==> config.mk <==
export PLATFORM = sky130hd
export DESIGN_NAME = fes_erase_seq
export DESIGN_NICKNAME = d
export VERILOG_FILES = /design/src/rtl/fes_pkg.sv /design/src/rtl/fes_delay.sv /design/src/rtl/fes_addr_walk.sv /design/src/rtl/fes_pulse_tally.sv /design/src/rtl/fes_erase_seq.sv
export SDC_FILE = /design/constraint.sdc
export NUM_CORES = 1
export LEC_CHECK = 0
export ABC_AREA = 1
export CORE_MARGIN = 3
export CORE_UTILIZATION = 45
export DETAILED_ROUTE_END_ITERATION = 8
export MAX_ROUTING_LAYER = met4
export PLACE_DENSITY_LB_ADDON = 0.2
export SYNTH_ARGS = -nofsm -noshare
export SYNTH_HDL_FRONTEND = slang
export SYNTH_SLANG_ARGS = --single-unit
==> constraint.sdc <==
create_clock -name clk -period 2.6 [get_ports clk]
set_input_delay 0.65 -clock clk [delete_from_list [all_inputs] [get_ports clk]]
set_output_delay 0.65 -clock clk [all_outputs]
set_load 0.05 [all_outputs]
==> src/rtl/fes_pkg.sv <==
package fes_pkg;

    typedef enum logic [3:0] {
        S_IDLE,
        S_RAMP_UP,
        S_P_SETUP,
        S_P_DATA,
        S_P_WAIT,
        S_P_VCMD,
        S_P_READ,
        S_P_CHK,
        S_E_SETUP,
        S_E_CONF,
        S_E_WAIT,
        S_E_VCMD,
        S_E_READ,
        S_E_CHK,
        S_RAMP_DOWN,
        S_END
    } seq_state_e;

    typedef enum logic [1:0] {
        PH_POWER = 2'd0,
        PH_ZERO  = 2'd1,
        PH_ERASE = 2'd2,
        PH_CLEAN = 2'd3
    } phase_e;

    typedef struct packed {
        logic       wr;
        logic       rd;
        logic [7:0] data;
    } bus_op_t;

    localparam logic [7:0] BYTE_ZERO = 8'h00;
    localparam logic [7:0] BYTE_ONES = 8'hFF;

    function automatic int unsigned max3(int unsigned a, int unsigned b, int unsigned c);
        int unsigned m;
        m = (a > b) ? a : b;
        return (m > c) ? m : c;
    endfunction

endpackage

==> src/rtl/fes_delay.sv <==
module fes_delay #(
    parameter int unsigned TW = 8
) (
    input  logic          clk,
    input  logic          rst,
    input  logic          load,
    input  logic [TW-1:0] value,
    output logic          zero
);
    logic [TW-1:0] cnt;

    always_ff @(posedge clk) begin
        if (rst)              cnt <= '0;
        else if (load)        cnt <= value;
        else if (cnt != '0)   cnt <= cnt - 1'b1;
    end

    assign zero = (cnt == '0);

    // once expired, the timer stays expired until reloaded
    p_timer_hold_r6: assert property (@(posedge clk) disable iff (rst)
        (zero && !load) |=> zero);

endmodule

==> src/rtl/fes_addr_walk.sv <==
module fes_addr_walk #(
    parameter int unsigned DEPTH = 16,
    parameter int unsigned AW    = 4
) (
    input  logic          clk,
    input  logic          rst,
    input  logic          clr,
    input  logic          step,
    output logic [AW-1:0] addr,
    output logic          last
);
    localparam logic [AW-1:0] TOP = AW'(DEPTH - 1);

    always_ff @(posedge clk) begin
        if (rst || clr)          addr <= '0;
        else if (step && !last)  addr <= addr + 1'b1;
    end

    assign last = (addr == TOP);

    // the pointer never leaves the array
    p_addr_range_r7: assert property (@(posedge clk) disable iff (rst)
        addr <= TOP);

    // without a clear the pointer only moves forward
    p_addr_forward_r7: assert property (@(posedge clk) disable iff (rst)
        !clr |=> addr >= $past(addr));

endmodule

==> src/rtl/fes_pulse_tally.sv <==
module fes_pulse_tally #(
    parameter int unsigned LIMIT = 25,
    parameter int unsigned W     = 5
) (
    input  logic         clk,
    input  logic         rst,
    input  logic         clr,
    input  logic         bump,
    output logic [W-1:0] count,
    output logic         at_limit
);
    localparam logic [W-1:0] CAP = W'(LIMIT);

    always_ff @(posedge clk) begin
        if (rst || clr)              count <= '0;
        else if (bump && !at_limit)  count <= count + 1'b1;
    end

    assign at_limit = (count == CAP);

    // a tally never passes its limit
    p_tally_cap_r9: assert property (@(posedge clk) disable iff (rst)
        count <= CAP);

endmodule

==> src/rtl/fes_erase_seq.sv <==
module fes_erase_seq
    import fes_pkg::*;
#(
    parameter int unsigned DEPTH        = 131072,
    parameter int unsigned VPP_SETTLE   = 250000,
    parameter int unsigned PGM_PULSE    = 500,
    parameter int unsigned ERASE_PULSE  = 500000,
    parameter int unsigned PGM_MAX      = 25,
    parameter int unsigned ERASE_MAX    = 3000,
    parameter logic [7:0]  PGM_SETUP    = 8'h40,
    parameter logic [7:0]  PGM_VERIFY   = 8'hC0,
    parameter logic [7:0]  ERASE_SETUP  = 8'h20,
    parameter logic [7:0]  ERASE_CONFIRM = 8'h20,
    parameter logic [7:0]  ERASE_VERIFY = 8'hA0,
    localparam int unsigned AW = $clog2(DEPTH),
    localparam int unsigned EW = $clog2(ERASE_MAX + 1)
) (
    input  logic          clk,
    input  logic          rst,
    input  logic          start,
    output logic          vpp_en,
    output logic          flash_we,
    output logic          flash_re,
    output logic [AW-1:0] flash_addr,
    output logic [7:0]    flash_wdata,
    input  logic [7:0]    flash_rdata,
    output logic          busy,
    output logic          done,
    output logic          fail,
    output logic [1:0]    phase,
    output logic [EW-1:0] erase_count
);
    localparam int unsigned PW = $clog2(PGM_MAX + 1);
    localparam int unsigned TW = $clog2(max3(VPP_SETTLE, PGM_PULSE, ERASE_PULSE) + 1);
    localparam logic [TW-1:0] VPP_LD = TW'(VPP_SETTLE - 1);
    localparam logic [TW-1:0] PGM_LD = TW'(PGM_PULSE - 1);
    localparam logic [TW-1:0] ERS_LD = TW'(ERASE_PULSE - 1);

    seq_state_e state, nxt;
    phase_e     phase_q, phase_nxt;
    logic       fail_q, fail_nxt;
    bus_op_t    bus;

    logic          tmr_ld, tmr_zero;
    logic [TW-1:0] tmr_val;
    logic          a_clr, a_step, a_last;
    logic          p_clr, p_bump, p_hit;
    logic [PW-1:0] p_count;
    logic          e_clr, e_bump, e_hit;

    fes_delay #(.TW(TW)) u_delay (
        .clk(clk), .rst(rst), .load(tmr_ld), .value(tmr_val), .zero(tmr_zero)
    );

    fes_addr_walk #(.DEPTH(DEPTH), .AW(AW)) u_addr (
        .clk(clk), .rst(rst), .clr(a_clr), .step(a_step),
        .addr(flash_addr), .last(a_last)
    );

    fes_pulse_tally #(.LIMIT(PGM_MAX), .W(PW)) u_pgm_tally (
        .clk(clk), .rst(rst), .clr(p_clr), .bump(p_bump),
        .count(p_count), .at_limit(p_hit)
    );

    fes_pulse_tally #(.LIMIT(ERASE_MAX), .W(EW)) u_ers_tally (
        .clk(clk), .rst(rst), .clr(e_clr), .bump(e_bump),
        .count(erase_count), .at_limit(e_hit)
    );

    always_comb begin
        nxt       = state;
        phase_nxt = phase_q;
        fail_nxt  = fail_q;
        bus       = '0;
        tmr_ld    = 1'b0;
        tmr_val   = '0;
        a_clr     = 1'b0;
        a_step    = 1'b0;
        p_clr     = 1'b0;
        p_bump    = 1'b0;
        e_clr     = 1'b0;
        e_bump    = 1'b0;
        case (state)
            S_IDLE, S_END: begin
                if (start) begin
                    nxt       = S_RAMP_UP;
                    tmr_ld    = 1'b1;
                    tmr_val   = VPP_LD;
                    a_clr     = 1'b1;
                    p_clr     = 1'b1;
                    e_clr     = 1'b1;
                    phase_nxt = PH_POWER;
                    fail_nxt  = 1'b0;
                end
            end
            S_RAMP_UP: begin
                if (tmr_zero) begin
                    nxt       = S_P_SETUP;
                    phase_nxt = PH_ZERO;
                end
            end
            S_P_SETUP: begin
                bus.wr   = 1'b1;
                bus.data = PGM_SETUP;
                nxt      = S_P_DATA;
            end
            S_P_DATA: begin
                bus.wr   = 1'b1;
                bus.data = BYTE_ZERO;
                p_bump   = 1'b1;
                tmr_ld   = 1'b1;
                tmr_val  = PGM_LD;
                nxt      = S_P_WAIT;
            end
            S_P_WAIT: begin
                if (tmr_zero) nxt = S_P_VCMD;
            end
            S_P_VCMD: begin
                bus.wr   = 1'b1;
                bus.data = PGM_VERIFY;
                nxt      = S_P_READ;
            end
            S_P_READ: begin
                bus.rd = 1'b1;
                nxt    = S_P_CHK;
            end
            S_P_CHK: begin
                if (flash_rdata == BYTE_ZERO) begin
                    p_clr = 1'b1;
                    if (a_last) begin
                        a_clr     = 1'b1;
                        phase_nxt = PH_ERASE;
                        nxt       = S_E_SETUP;
                    end else begin
                        a_step = 1'b1;
                        nxt    = S_P_SETUP;
                    end
                end else if (p_hit) begin
                    fail_nxt = 1'b1;
                    tmr_ld   = 1'b1;
                    tmr_val  = VPP_LD;
                    nxt      = S_RAMP_DOWN;
                end else begin
                    nxt = S_P_SETUP;
                end
            end
            S_E_SETUP: begin
                bus.wr   = 1'b1;
                bus.data = ERASE_SETUP;
                nxt      = S_E_CONF;
            end
            S_E_CONF: begin
                bus.wr   = 1'b1;
                bus.data = ERASE_CONFIRM;
                e_bump   = 1'b1;
                tmr_ld   = 1'b1;
                tmr_val  = ERS_LD;
                nxt      = S_E_WAIT;
            end
            S_E_WAIT: begin
                if (tmr_zero) nxt = S_E_VCMD;
            end
            S_E_VCMD: begin
                bus.wr   = 1'b1;
                bus.data = ERASE_VERIFY;
                nxt      = S_E_READ;
            end
            S_E_READ: begin
                bus.rd = 1'b1;
                nxt    = S_E_CHK;
            end
            S_E_CHK: begin
                if (flash_rdata == BYTE_ONES) begin
                    if (a_last) begin
                        phase_nxt = PH_CLEAN;
                        tmr_ld    = 1'b1;
                        tmr_val   = VPP_LD;
                        nxt       = S_RAMP_DOWN;
                    end else begin
                        a_step = 1'b1;
                        nxt    = S_E_VCMD;
                    end
                end else if (e_hit) begin
                    fail_nxt = 1'b1;
                    tmr_ld   = 1'b1;
                    tmr_val  = VPP_LD;
                    nxt      = S_RAMP_DOWN;
                end else begin
                    nxt = S_E_SETUP;
                end
            end
            S_RAMP_DOWN: begin
                if (tmr_zero) nxt = S_END;
            end
            default: nxt = S_IDLE;
        endcase
    end

    always_ff @(posedge clk) begin
        if (rst) begin
            state   <= S_IDLE;
            phase_q <= PH_POWER;
            fail_q  <= 1'b0;
        end else begin
            state   <= nxt;
            phase_q <= phase_nxt;
            fail_q  <= fail_nxt;
        end
    end

    assign flash_we    = bus.wr;
    assign flash_re    = bus.rd;
    assign flash_wdata = bus.data;
    assign vpp_en      = !(state inside {S_IDLE, S_RAMP_DOWN, S_END});
    assign busy        = !(state inside {S_IDLE, S_END});
    assign done        = (state == S_END) && !fail_q;
    assign fail        = (state == S_END) && fail_q;
    assign phase       = phase_q;

    // flash writes only happen with the supply on
    p_write_needs_vpp_r2: assert property (@(posedge clk) disable iff (rst)
        flash_we |-> vpp_en);

    // read and write strobes never overlap
    p_no_rw_overlap_r3: assert property (@(posedge clk) disable iff (rst)
        !(flash_we && flash_re));

    // no erase pulse is counted during pre-program
    p_no_erase_in_zero_r4: assert property (@(posedge clk) disable iff (rst)
        (busy && phase == 2'd1) |-> erase_count == '0);

    // program tally stays within its limit
    p_pgm_cap_r4: assert property (@(posedge clk) disable iff (rst)
        p_count <= PW'(PGM_MAX));

    // completion reports phase 3 with the supply off
    p_done_clean_r8: assert property (@(posedge clk) disable iff (rst)
        done |-> (phase == 2'd3 && !vpp_en && !fail));

    // failure is tagged with the phase that failed
    p_fail_phase_r9: assert property (@(posedge clk) disable iff (rst)
        fail |-> (phase == 2'd1 || phase == 2'd2));

    // busy covers the supply fall
    p_busy_until_end_r10: assert property (@(posedge clk) disable iff (rst)
        (busy && !vpp_en) |=> (busy || done || fail));

    // a finished result holds until the next start
    p_hold_result_r12: assert property (@(posedge clk) disable iff (rst)
        ((done || fail) && !start) |=> ($stable(erase_count) && (done || fail)));

endmodule

# Word level (Yosys, flattened, before mapping)
# Cells that the tools add are included.
dict set report classes {
  add_sub_neg 4
  n_eq_ne 32
  n_mux 55
  n_reduce_logical 31
}
# operator count
set ops {}
lappend ops {{$pmux W19 S5} 1}
lappend ops {{$mux W18} 5}
lappend ops {{$pmux W4 S15} 1}
lappend ops {{$mux W19} 3}
lappend ops {{$mux W4} 9}
lappend ops {{$eq A4 B4 Y1 const B} 8}
lappend ops {{$pmux W8 S4} 1}
lappend ops {{$mux W1} 21}
lappend ops {{$logic_not A19 Y1} 1}
lappend ops {{$reduce_bool A19 Y1} 1}
lappend ops {{$sub A19 B1 Y19 const B} 1}
lappend ops {{$ne A2 B2 Y1 const B} 9}
lappend ops {{$add A17 B1 Y17 const B} 1}
lappend ops {{$eq A17 B17 Y1 const B} 1}
lappend ops {{$eq A4 B3 Y1 const B} 4}
lappend ops {{$add A12 B1 Y12 const B} 1}
lappend ops {{$eq A12 B12 Y1 const B} 1}
lappend ops {{$mux W2} 6}
lappend ops {{$eq A4 B2 Y1 const B} 2}
lappend ops {{$eq A8 B8 Y1 const B} 1}
lappend ops {{$logic_not A8 Y1} 1}
lappend ops {{$ne A2 B1 Y1 const B} 4}
lappend ops {{$pmux W2 S4} 1}
lappend ops {{$reduce_or A2 Y1} 4}
lappend ops {{18 further kinds} 34}
dict set report totals {
  register_bits 60
  inputBits 11
  output_inout_bits 45
  wordCells 129
}

# Longest topological paths before layout
# Gate-level depths: netlist (run 1).
dict set report logic_depth {
  depth_word 5
  ltp_mapped 15
  mapped_depth_nobuf 14
}

# Hierarchy
# Synthesis (run 1) repeated with hierarchy kept, for this count alone.
dict set report unflattened {
  cells_unflattened 648
  hier_area_um2 3988.8
}
# mod n_inst cells_each area_per_inst_um2
set modules_own_cells {}
lappend modules_own_cells {fes_delay 1 211 1278.7}
lappend modules_own_cells {fes_addr_walk 1 132 888.4}
lappend modules_own_cells {fes_erase_seq 1 154 813.3}
lappend modules_own_cells {{fes_pulse_tally at u_ers_tally} 1 113 747.0}
lappend modules_own_cells {{fes_pulse_tally at u_pgm_tally} 1 38 261.5}

# Least setup slack after synthesis (run 1)
# Ideal clock, no wire load.
dict set report synth_path {
  path_kind {reg2out}
  start {reg state[1]}
  end {out flash_we}
  arrival_time_ns 2.407
  slack_ns -0.457
  path_stages_with_launch 7
  path_buffers 0
  path_cell_list {dfxtp_1 > inv_1 > nor2_1 > inv_1 > o31ai_1 > nor2_1 > nand2_1}
}
dict set report synth_via {
  elab_chain_len 3
  word_cells_on_any_way 8
  classes_between {eq/ne: 6; mux: 1; reduce/logical: 1}
}
# item line
set synth_lines {}
lappend synth_lines {{start: declaration} fes_erase_seq.sv:39} ;# seq_state_e state, nxt;
lappend synth_lines {{start signal: assignment} fes_erase_seq.sv:205} ;# state <= nxt;
lappend synth_lines {{$eq A4 B4 Y1 (tied with other cells)} fes_erase_seq.sv:83} ;# case (state)
lappend synth_lines {{$reduce_or A6 Y1 (no source line) (*)} --}
lappend synth_lines {{$mux W1 (*)} fes_erase_seq.sv:83}
lappend synth_lines {{end: declaration} fes_erase_seq.sv:22} ;# output logic flash_we,
# Every way passes the cells marked *; elsewhere a longest branch is shown, timed or not.

# Worst setup path in the final report (run 1)
# Ends and elaborated chain as after synthesis.

==> results of run 1 <==
worst min-delay path, stage by stage (launching register included):
cell and delay [ps]:
dfxtp_1 310, inv_1 50, a21oi_1 50
report_power, final:
group / internal (mW) / switching (mW)
registers: 1.06 / 0.133
logic: 0.661 / 1.21
clock network: 0.565 / 0.382
total: 2.29 / 1.72
cells in the mapped netlist, types with 8 or more instances:
master	count
nand4_1	18
nor2_1	99
ha_1	8
nand2_1	162
xor2_1	22
nand3_1	29
dfxtp_1	60
inv_1	53
a21oi_1	37
nand2_2	8
inv_2	13
nor3_1	12
o21ai_0	16
xnor2_1	8
sequential cells by signal (all words and copies together), names as in the netlist:
| register | count |
|---|---|
| state | 4 |
| fail_q | 1 |
| u_addr.addr | 17 |
| u_ers_tally.count | 12 |
| u_pgm_tally.count | 5 |
| u_delay.cnt | 19 |
| phase | 2 |
worst paths after layout:
path,slack [ps],endpoint,cells past startpoint
setup / recovery,150,flash_we,7
hold / removal,460,phase[0],2
setup reg to reg,260,u_delay.cnt[18],13
hold reg to reg,460,phase[0],2
layout by cell type, fill, tap and decap left out, types with 18 or more instances in the layout:
master and instances:
dfxtp_1 60, buf_4 20, nor2_1 99, nand3_1 29
inv_1 53, clkdlybuf4s50_1 41, nand2_1 162, nand4_1 18
a21oi_1 37, xor2_1 22
through the flow:
step | utilization (%) | hold WS, ps | total power, mW
floorplan | - | 451 | 2.59
global placement | 55.0 | 448 | 3.03
detailed placement | 55.0 | 457 | 3.04
CTS | 57.7 | 470 | 4.00
global route | 57.8 | 513 | 4.32
finish | 57.8 | 461 | 4.01
repair_timing:
item,4_1_cts,5_1_grt
setup endpoints to repair,0,2
setup buffers,0,0
hold endpoints to repair,0,0
gates resized for setup,0,2
cell type report:
| type | instances | area share (%) |
|---|---|---|
| well taps | 105 | 2.75 |
| clock inverters | 4 | 1.52 |
| clock buffers | 12 | 3.04 |
| flip-flops and latches | 60 | 25.2 |
| repair buffers | 65 | 13.4 |
| inverters | 67 | 5.38 |
| multi-input cells | 459 | 48.7 |
kinds of logic (layout without fill, tap and decap cells):
logic type               count (synthesis)  in the layout  synth area share [%]
AND/OR/NAND/NOR                        358            358                  42.3
adder cells (fa/ha/maj)                  8              8                  2.61
other                                    1              5                0.0978
AO/OA/AOI/OAI                           58             58                  7.90
XOR/XNOR                                30             30                  6.85
flip-flops                              60             60                  31.3
buffers and inverters                   80            148                  8.87
metal layers:
| metal | up-vias | GRT usage, % | share of wire, % |
|---|---|---|---|
| li1 | 2028 | - | - |
| met1 | 1766 | 29.1 | 48 |
| met2 | 122 | 32.9 | 46 |
| met3 | 17 | 3.57 | 4.8 |
| met4 | 0 | 7.35 | 1.9 |
| met5 | - | - | 0 |
==> flow_summary.toml, run 1 <==
[timing]
post-route-period-util_pct = 94.3
min_period_ps = 2450
final.setup.worst_slack_ps = 147
clock_skew_ps = 9.05
setup_viol = 0
fmax_mhz = 408
rsz0062_at_grt = "no"
fin_tns_setup_ps = 0
slew_viol_final = 0
slew_headroom_pct = 65.5
worst_pin_slew_ps = 515
hold_violations = 0

[placed_design]
numPortBuffers = 50
gp_congestion = 0.986
hpwl_um = 7740
placed_cells = 756
place_area_um2 = 4540
dp_slack_ps = 113

[setup_path]
crit_start = "state[1]"
cp_data_arrival_time_ps = 1800
critPathSlowestCell = "dfxtp_1"
crit_fanout = 4
crit_path_end_kind = "primary output"
worstPathCellList = "inv_1, nor2_1, inv_1, o31ai_4, nor2_1, nand2_1, buf_12"
r2r_start = "u_addr.addr[1]"
cp-start-kind = "flop"
cp_top_family = "flip-flops"
required_ps = 1950
max_stage_delay_ps = 410
path_buf_inv = 3
worstSetupPathType = "flop to primary output"

[synth]
ys_top_cells_by_area = "dfxtp_1, nand2_1, nor2_1"
yosysWarnings = 0
synthFlopType = "dfxtp_1"
synth_edf_count = 0
synth_cell_types = 38
avgSynthCellArea_um2 = 6.45
syn_area_um2 = 3830
yosys.area.top_type = "dfxtp_1"
synth_seq_cells = 60
synth_top_area_share_pct = 31.3
syn_inst = 595
synthArstFlopShare_pct = 0
ys_seq_area_share_pct = 31.3

[die]
die_h_um = 98.3
top_level_ports = 56
initial_utilization_pct = 46.4
die_area_um2 = 9670
die_w_um = 98.3
core_um2 = 8260
num_rows = 33

[grt]
grt_pass1_wl_um = 16800
grt_antenna_before_repair = 0
grt_pass1_vias = 3608
grt_max_degree = 23
gr-total-overflow = 0
track_usage_pct = 21.6

[drt]
route.antenna.remaining_nets = 0
vias_per_cell = 5.09
drt-pass1-iter-count = 4
dr.first_iter.drc_count = 195
routed_wl_um = 10000
num_vias = 3933
wl_per_cell_um = 13.0
drcViolationCount = 0

[clock_tree]
htreeDepth = 3
cts_tree = "done"
numCtsBuffers = 9
clkTransAtPathRegs_ps = 70
cts_sinks = 60
clock-root-buffer = "clkbuf_8"
clk_latency_ps = 350
clock_path_buffers = 2
postCtsHoldBufs = 0

[cells_and_area]
multi_input_area_um2 = 2320
seq_area_um2 = 1200
diodes = 0
finalNonFillerCells = 772
drive_gt1_share_pct = 12.6
nets = 681
fill_cells = 831
syn_to_final_growth_pct = 24.4
final_area_um2 = 4770

[power_and_ir_drop]
peakVddDrop_uv = 356
leakage_nw = 2.02
power.density_nw_per_um2 = 840

[flow_run]
max_cap_violations = 0

[run_status]
status = "completed"

[min_path]
hp-start = "phase[0]"
hold_class = "flop to flop"
(Power assumes the default switching activity.)
==> run 2, diff against run 1 <==
CORE_UTILIZATION = 55   (was 45)
==> flow_summary.toml, run 2 (synthesis results as in run 1) <==
[timing]
worst_pin_slew_ps = 510
slew_viol_final = 0
post-route-period-util_pct = 93.3
setup_viol = 0
clock_skew_ps = 7.04
hold_violations = 0
slew_headroom_pct = 65.9
fmax_mhz = 412
min_period_ps = 2430
fin_tns_setup_ps = 0
rsz0062_at_grt = "no"

[grt]
grt_pass1_wl_um = 16400
gr-total-overflow = 0
grt_antenna_before_repair = 0
track_usage_pct = 26.8
grt_pass1_vias = 3535
grt_max_degree = 23

[setup_path]
r2r_setup_slack_ps = 290
crit_fanout = 4
crit_end = "flash_re"
crit_path_end_kind = "primary output"
r2r_start = "u_addr.addr[4]"
worstSetupPathType = "flop to primary output"
worst_r2r_path_depth = 14
required_ps = 1950
crit_start = "state[1]"
cp-start-kind = "flop"
r2r_end = "u_delay.cnt[3]"
cp_data_arrival_time_ps = 1780

[power_and_ir_drop]
peakVddDrop_uv = 479
power.density_nw_per_um2 = 816
total_power_mw = 3.83
leakage_nw = 2.00

[clock_tree]
htreeDepth = 3
clkTransAtPathRegs_ps = 70
clock-root-buffer = "clkbuf_8"
clock_path_buffers = 2
postCtsHoldBufs = 0
postCtsSetupBuffers = 0
cts_sinks = 60
cts_tree = "done"
clk_latency_ps = 340
numCtsBuffers = 9

[drt]
dr.first_iter.drc_count = 288
num_vias = 3954
wl_per_cell_um = 13.0
drt-pass1-iter-count = 5
vias_per_cell = 5.23
route.antenna.remaining_nets = 0
drcViolationCount = 0
routed_wl_um = 9860

[cells_and_area]
final_area_um2 = 4700
syn_to_final_growth_pct = 22.4
drive_gt1_share_pct = 12.1
layout_commonest_cell = "nand2_1"
nets = 677
diodes = 0
reg.largest.list = "u_delay.cnt: 19 flops, u_addr.addr: 17 flops, u_ers_tally.count: 12 flops"
regMostFlops = "u_delay.cnt"
largest_reg_flops = 19
final_cell_mix = "nand2_1, nor2_1, dfxtp_1, inv_1, clkdlybuf4s50_1"

[die]
die_w_um = 89.5
initial_utilization_pct = 58.4
die_area_um2 = 8010
die_h_um = 89.5
top_level_ports = 56
num_rows = 29
core_um2 = 6570

[placed_design]
place_area_um2 = 4500
numPortBuffers = 50
gp_congestion = 0.932
hpwl_um = 7500

[min_path]
hold_class = "flop to flop"
hold_depth = 2

[run_status]
status = "completed"

[flow_run]
max_cap_violations = 0
-- run 2: per-layer routing --
layer  up-vias  wire length, um  global-route usage (%)
li1       2006                -                       -
met1      1797             4610                    34.6
met2       139             4550                    43.0
met3        12              594                    6.18
met4         0              112                    5.68
met5         -                0                       -
-- run 2: layout make-up --
cell class	instances	area [um^2]
repair buffers	61	611
clock inverters	5	52.6
flip-flops and latches	60	1200
clock buffers	11	131
inverters	67	256
multi-input cells	459	2330
well taps	93	116
fillers	552	1870
-- run 2: worst max-delay path: stages (launching register included) --
cell and delay, ps:
dfxtp_1 420, inv_1 60, nor2_1 190, inv_1 140, o21ai_0 430, buf_12 200
-- run 2: through the flow --
| stage | setup slack (ps) | cells | hold WS [ps] | util, % |
|---|---|---|---|---|
| CTS | 141 | 756 | 472 | 71.3 |
| global placement | 172 | 740 | 442 | 68.5 |
| global route | 20.1 | 756 | 499 | 71.5 |
| detailed placement | 92.2 | 740 | 458 | 68.5 |
| floorplan | 6.32 | 599 | 451 | - |
| finish | 174 | 756 | 469 | 71.5 |
-- run 2: worst min path at each step --
| stage | start | end | slack [ps] |
|---|---|---|---|
| after floorplan | fail_q | fail_q | 450 |
| after global placement | phase[0] | phase[0] | 440 |
| after detailed placement | phase[1] | phase[1] | 460 |
| after CTS | phase[1] | phase[1] | 470 |
| after global routing | fail_q | fail_q | 500 |
| final | phase[1] | phase[1] | 470 |
-- run 2: power by group --
| group | total, mW | internal, mW | switching [mW] |
|---|---|---|---|
| registers | 1.19 | 1.06 | 0.135 |
| logic | 1.82 | 0.637 | 1.18 |
| clock network | 0.814 | 0.438 | 0.376 |
-- run 2: repair_timing --
item | in CTS | in global routing
endpoints found under the hold margin | 0 | 0
gates resized for setup | 0 | 3
setup endpoints to repair | 0 | 2
